$ cat src/rtl/esPkg.sv
package esPkg;
  localparam int ES_SRC = 6;

  typedef struct packed {
    logic              holdSnap;
    logic [ES_SRC-1:0] showMask;
  } esStrobe_t;
endpackage

$ cat src/rtl/esDatapath.sv
module esDatapath
  import esPkg::*;
#(
  parameter int SYNC_STAGES = 2
) (
  input  logic              clk,
  input  logic              rstN,
  input  logic [ES_SRC-1:0] extIn,
  input  logic              txEmpty,
  input  logic              rxAvail,
  input  esStrobe_t         strb,
  output logic [ES_SRC-1:0] chgVec,
  output logic [7:0]        rr0
);
  logic [ES_SRC-1:0] syncChain [SYNC_STAGES];
  logic [ES_SRC-1:0] syncQ;
  logic [ES_SRC-1:0] snapQ;
  logic [ES_SRC-1:0] shown;

  always_ff @(posedge clk or negedge rstN) begin
    if (!rstN) syncChain[0] <= '0;
    else       syncChain[0] <= extIn;
  end

  genvar gi;
  generate
    for (gi = 1; gi < SYNC_STAGES; gi++) begin : g_sync
      always_ff @(posedge clk or negedge rstN) begin
        if (!rstN) syncChain[gi] <= '0;
        else       syncChain[gi] <= syncChain[gi-1];
      end
    end
  endgenerate

  assign syncQ = syncChain[SYNC_STAGES-1];

  // capture register follows the synchronised inputs until frozen
  always_ff @(posedge clk or negedge rstN) begin
    if (!rstN)              snapQ <= '0;
    else if (!strb.holdSnap) snapQ <= syncQ;
  end

  assign chgVec = syncQ ^ snapQ;
  assign shown  = (snapQ & strb.showMask) | (syncQ & ~strb.showMask);
  assign rr0    = {shown[5], shown[4], shown[3], shown[2], shown[1],
                   txEmpty, shown[0], rxAvail};
endmodule

$ cat src/rtl/esControl.sv
module esControl
  import esPkg::*;
#(
  parameter int ADDR_W = 4
) (
  input  logic              clk,
  input  logic              rstN,
  input  logic              wrEn,
  input  logic [ADDR_W-1:0] wrAddr,
  input  logic [7:0]        wrData,
  input  logic [ES_SRC-1:0] chgVec,
  output esStrobe_t         strb,
  output logic [ES_SRC-1:0] enMask,
  output logic              stIrq
);
  localparam logic [ADDR_W-1:0] A_CMD    = ADDR_W'(0);
  localparam logic [ADDR_W-1:0] A_MODE   = ADDR_W'(1);
  localparam logic [ADDR_W-1:0] A_MASTER = ADDR_W'(9);
  localparam logic [ADDR_W-1:0] A_SRCEN  = ADDR_W'(15);
  localparam logic [2:0]        CMD_CLR  = 3'b010;

  logic chanEnQ, masterEnQ, latchQ;
  logic clrCmd, setLatch;

  assign clrCmd   = wrEn && (wrAddr == A_CMD) && (wrData[5:3] == CMD_CLR);
  assign setLatch = !latchQ && |(chgVec & enMask);

  always_ff @(posedge clk or negedge rstN) begin
    if (!rstN) begin
      enMask    <= '0;
      chanEnQ   <= 1'b0;
      masterEnQ <= 1'b0;
    end else if (wrEn) begin
      if (wrAddr == A_SRCEN)
        enMask <= {wrData[7], wrData[6], wrData[5], wrData[4], wrData[3], wrData[1]};
      if (wrAddr == A_MODE)   chanEnQ   <= wrData[0];
      if (wrAddr == A_MASTER) masterEnQ <= wrData[3];
    end
  end

  // a fresh change wins over a clear (set only occurs while unlatched)
  always_ff @(posedge clk or negedge rstN) begin
    if (!rstN)         latchQ <= 1'b0;
    else if (setLatch) latchQ <= 1'b1;
    else if (clrCmd)   latchQ <= 1'b0;
  end

  assign strb.holdSnap = latchQ;
  assign strb.showMask = latchQ ? enMask : '0;
  assign stIrq         = latchQ && chanEnQ && masterEnQ;
endmodule

$ cat src/rtl/extStatusIrq.sv
module extStatusIrq
  import esPkg::*;
#(
  parameter int SYNC_STAGES = 2,
  parameter int ADDR_W      = 4
) (
  input  logic              clk,
  input  logic              rstN,
  input  logic              wrEn,
  input  logic [ADDR_W-1:0] wrAddr,
  input  logic [7:0]        wrData,
  input  logic [ES_SRC-1:0] extIn,
  input  logic              txEmpty,
  input  logic              rxAvail,
  output logic [7:0]        rr0,
  output logic              stIrq
);
  esStrobe_t         strb;
  logic [ES_SRC-1:0] chgVec;
  logic [ES_SRC-1:0] enMask;

  esControl #(.ADDR_W(ADDR_W)) u_ctrl (
    .clk(clk), .rstN(rstN), .wrEn(wrEn), .wrAddr(wrAddr), .wrData(wrData),
    .chgVec(chgVec), .strb(strb), .enMask(enMask), .stIrq(stIrq)
  );

  esDatapath #(.SYNC_STAGES(SYNC_STAGES)) u_dp (
    .clk(clk), .rstN(rstN), .extIn(extIn), .txEmpty(txEmpty),
    .rxAvail(rxAvail), .strb(strb), .chgVec(chgVec), .rr0(rr0)
  );
endmodule

$ cat config.mk
export PLATFORM = sky130hd
export DESIGN_NAME = extStatusIrq
export DESIGN_NICKNAME = d
export VERILOG_FILES = /design/src/rtl/esPkg.sv /design/src/rtl/esDatapath.sv /design/src/rtl/esControl.sv /design/src/rtl/extStatusIrq.sv
export SDC_FILE = /design/constraint.sdc
export NUM_CORES = 1
export LEC_CHECK = 0
export ABC_CLOCK_PERIOD_IN_PS = 1650
export BUFFER_PORTS_ARGS = -buffer_cell sky130_fd_sc_hd__buf_4
export CAP_MARGIN = 25
export CORE_MARGIN = 2
export CORE_UTILIZATION = 49
export CTS_CLUSTER_DIAMETER = 200
export DETAILED_ROUTE_END_ITERATION = 6
export MAX_ROUTING_LAYER = met4
export PLACE_DENSITY_LB_ADDON = 0.3
export SYNTH_ARGS = -nofsm -noshare
export SYNTH_HDL_FRONTEND = slang
export SYNTH_SLANG_ARGS = --single-unit
$ cat constraint.sdc
create_clock -name clk -period 1.65 [get_ports clk]
set_input_delay 0.33 -clock clk [delete_from_list [all_inputs] [get_ports clk]]
set_output_delay 0.33 -clock clk [all_outputs]
set_load 0.02 [all_outputs]
==> results.json <==
{
  "status": "finished, violations left",
  "violations": "negative setup slack",
  "area_growth_pct": 36.9,
  "crit_arrival_ps": 1390,
  "crit_chain": "buf_6, nand2_2, mux2_4, buf_6",
  "place_congestion": 0.723,
  "min_from": "extIn[5]",
  "r2r_cells": 6,
  "hold_ws_ps": 99.7,
  "layout_setup_ws_ps": -73.4,
  "setup_viol_count_final": 6,
  "via_per_inst": 5.09,
  "cpMostUsedCell": "buf_6",
  "drv_cap": 0,
  "first_global_vias": 758,
  "dieHeight_um": 51.2,
  "wl_um": 1890,
  "cts.path.max_buffers": 2,
  "cp-end-kind": "output pin",
  "rows": 17,
  "rsz0062_at_grt": "true",
  "grt_pass1_wl_um": 3290,
  "clock-root-buffer": "clkbuf_4",
  "drive_above_1_share_pct": 59.3,
  "hp-class": "in2reg",
  "antenna_found_initial": 0,
  "critPathSlowestCell": "dfrtp_2",
  "start_kind": "register",
  "peakVddDrop_mv": 0.715,
  "drt_iter0_drc": 7,
  "cts_htree_levels": 1,
  "port-buffer-count": 26,
  "ys_warn_count": 0,
  "die-width_um": 51.2,
  "yosysUniqueCellTypes": 15,
  "clk_pin_slew_worst_paths_ps": 140,
  "overflow": 0,
  "critPathMaxStageDelay_ps": 440,
  "finalMaxSlewViolations": 0,
  "critPathMaxFanout": 5,
  "cts_tree": "done",
  "critical-path-top-delay-family": "flip-flops",
  "critPathCapture": "rr0[5]",
  "p_per_area_nw_per_um2": 1100,
  "layout_commonest_cell": "dfrtp_1",
  "relSlewSlack_pct": 78.2,
  "r2r_start": "u_ctrl.latchQ",
  "yosysSeqAreaShare_pct": 61.9,
  "worst_slew_pin_slew_ps": 328,
  "ys_ff_latch": 27,
  "via_count": 718,
  "clock-sinks": 27,
  "fin_nets": 137,
  "criticalPathCategory": "reg2out",
  "crit_buf_inv": 2,
  "final_cell_mix": "dfrtp_1, buf_4, mux2_2, buf_6",
  "dr.pass1.iters": 4,
  "synth_cells": 76,
  "cp_num_cells": 4,
  "cts_buffers": 3,
  "grt.total_usage_pct": 17.9,
  "drcViolationCount": 0,
  "r2r_end": "u_ctrl.latchQ",
  "initial_core_util_pct": 50.8,
  "routedWlPerCell_um": 13.4,
  "ant_nets": 0,
  "design_area_um2": 1490,
  "clk_latency_ps": 320,
  "netlist_area_um2": 1090,
  "grt_max_degree": 28,
  "power.leakage_nw": 0.721,
  "place_ws_ps": 181,
  "worstPathRequired_ps": 1320,
  "final_util_pct": 69.5,
  "ios": 32,
  "dpl-instance-area_um2": 1320,
  "fin_crit_sh_pct": 104,
  "finalClockSkew_ps": 12.5,
  "hold_viol": 0,
  "fmax_mhz": 580,
  "dieArea_um2": 2620,
  "avgSynthCellArea_um2": 14.4,
  "core_area_um2": 2150,
  "dp_hpwl_um": 1290,
  "synth_nets": 99,
  "nFillCells": 153,
  "min_period_ps": 1720,
  "diodes": 0,
  "r2r_slack_ps": 340,
  "startpoint": "u_ctrl.latchQ"
}
-- area by class of cell --
type | instances | area [um2] | share of cell area (%)
sequential | 27 | 677 | 45.3
multi-input combinational | 45 | 442 | 29.6
timing repair buffer | 36 | 310 | 20.8
tap | 28 | 35.0 | 2.35
clock buffer | 4 | 26.3 | 1.76
inverter | 1 | 3.75 | 0.251
-- worst min-delay path by stage --
stage	end	slack [ps]	depth (start not counted)
6_report	u_dp.syncChain[11]	100	1
5_1_grt	u_dp.syncChain[9]	80	1
4_1_cts	u_dp.syncChain[11]	90	1
3_5_place_dp	u_dp.syncChain[10]	260	1
3_3_place_gp	u_dp.syncChain[10]	250	1
2_1_floorplan	u_ctrl.chanEnQ	30	0
-- flip-flops by register name, indices dropped and copies added (netlist names) --
signal,flops
u_dp.snapQ,6
u_dp.syncQ,6
u_dp.syncChain,6
u_ctrl.enMask,6
u_ctrl.chanEnQ,1
u_ctrl.latchQ,1
u_ctrl.masterEnQ,1
-- repair_timing --
action	4_1_cts	5_1_grt
setup buffers	6	0
endpoints found under the hold margin	27	0
gates resized for setup	23	5
setup endpoints to repair	7	7
hold buffers	1	0
-- cell usage after synthesis (all sizes together) --
cell type / number / area (um2)
nor4bb: 1 / 10.0
inv: 1 / 3.75
dfrtp: 27 / 676
a222oi: 1 / 10.0
nand3: 2 / 10.0
buf: 3 / 22.5
mux2: 20 / 225
nand2: 7 / 26.3
nor2: 1 / 11.3
xor2: 6 / 52.6
a41oi: 1 / 8.76
a22oi: 1 / 7.51
and3: 2 / 12.5
nor3: 2 / 10.0
a21oi: 1 / 5.00
-- metrics by stage --
| stage | total power, mW | std cells | setup TNS, ps |
|---|---|---|---|
| floorplan | 1.13 | 76 | 0 |
| global placement | 1.27 | 130 | 0 |
| detailed placement | 1.29 | 130 | 0 |
| CTS | 1.65 | 141 | -425 |
| global route | 1.75 | 141 | -699 |
| finish | 1.65 | 141 | -340 |
-- cell families after synthesis --
group	after synthesis	share of synthesized area (%)
compound gates	4	2.87
simple gates	15	7.34
flops	27	61.9
mux	20	20.6
buf+inv	4	2.41
xor+xnor	6	4.82
-- power breakdown --
part / internal (mW) / switching (mW)
registers: 0.773 / 0.0977
clock network: 0.0946 / 0.181
logic: 0.315 / 0.188
-- routing by layer --
metal / global-route usage (%) / vias up / share of wire [%] / wire [um]
met5: - / - / 0 / 0
met4: 8.11 / 0 / 1.6 / 31
met3: 3.22 / 4 / 5.2 / 99
met2: 27.7 / 25 / 47 / 895
met1: 23.1 / 350 / 46 / 868
li1: - / 339 / - / -
No activity file was read; power rests on OpenSTA's default activity.
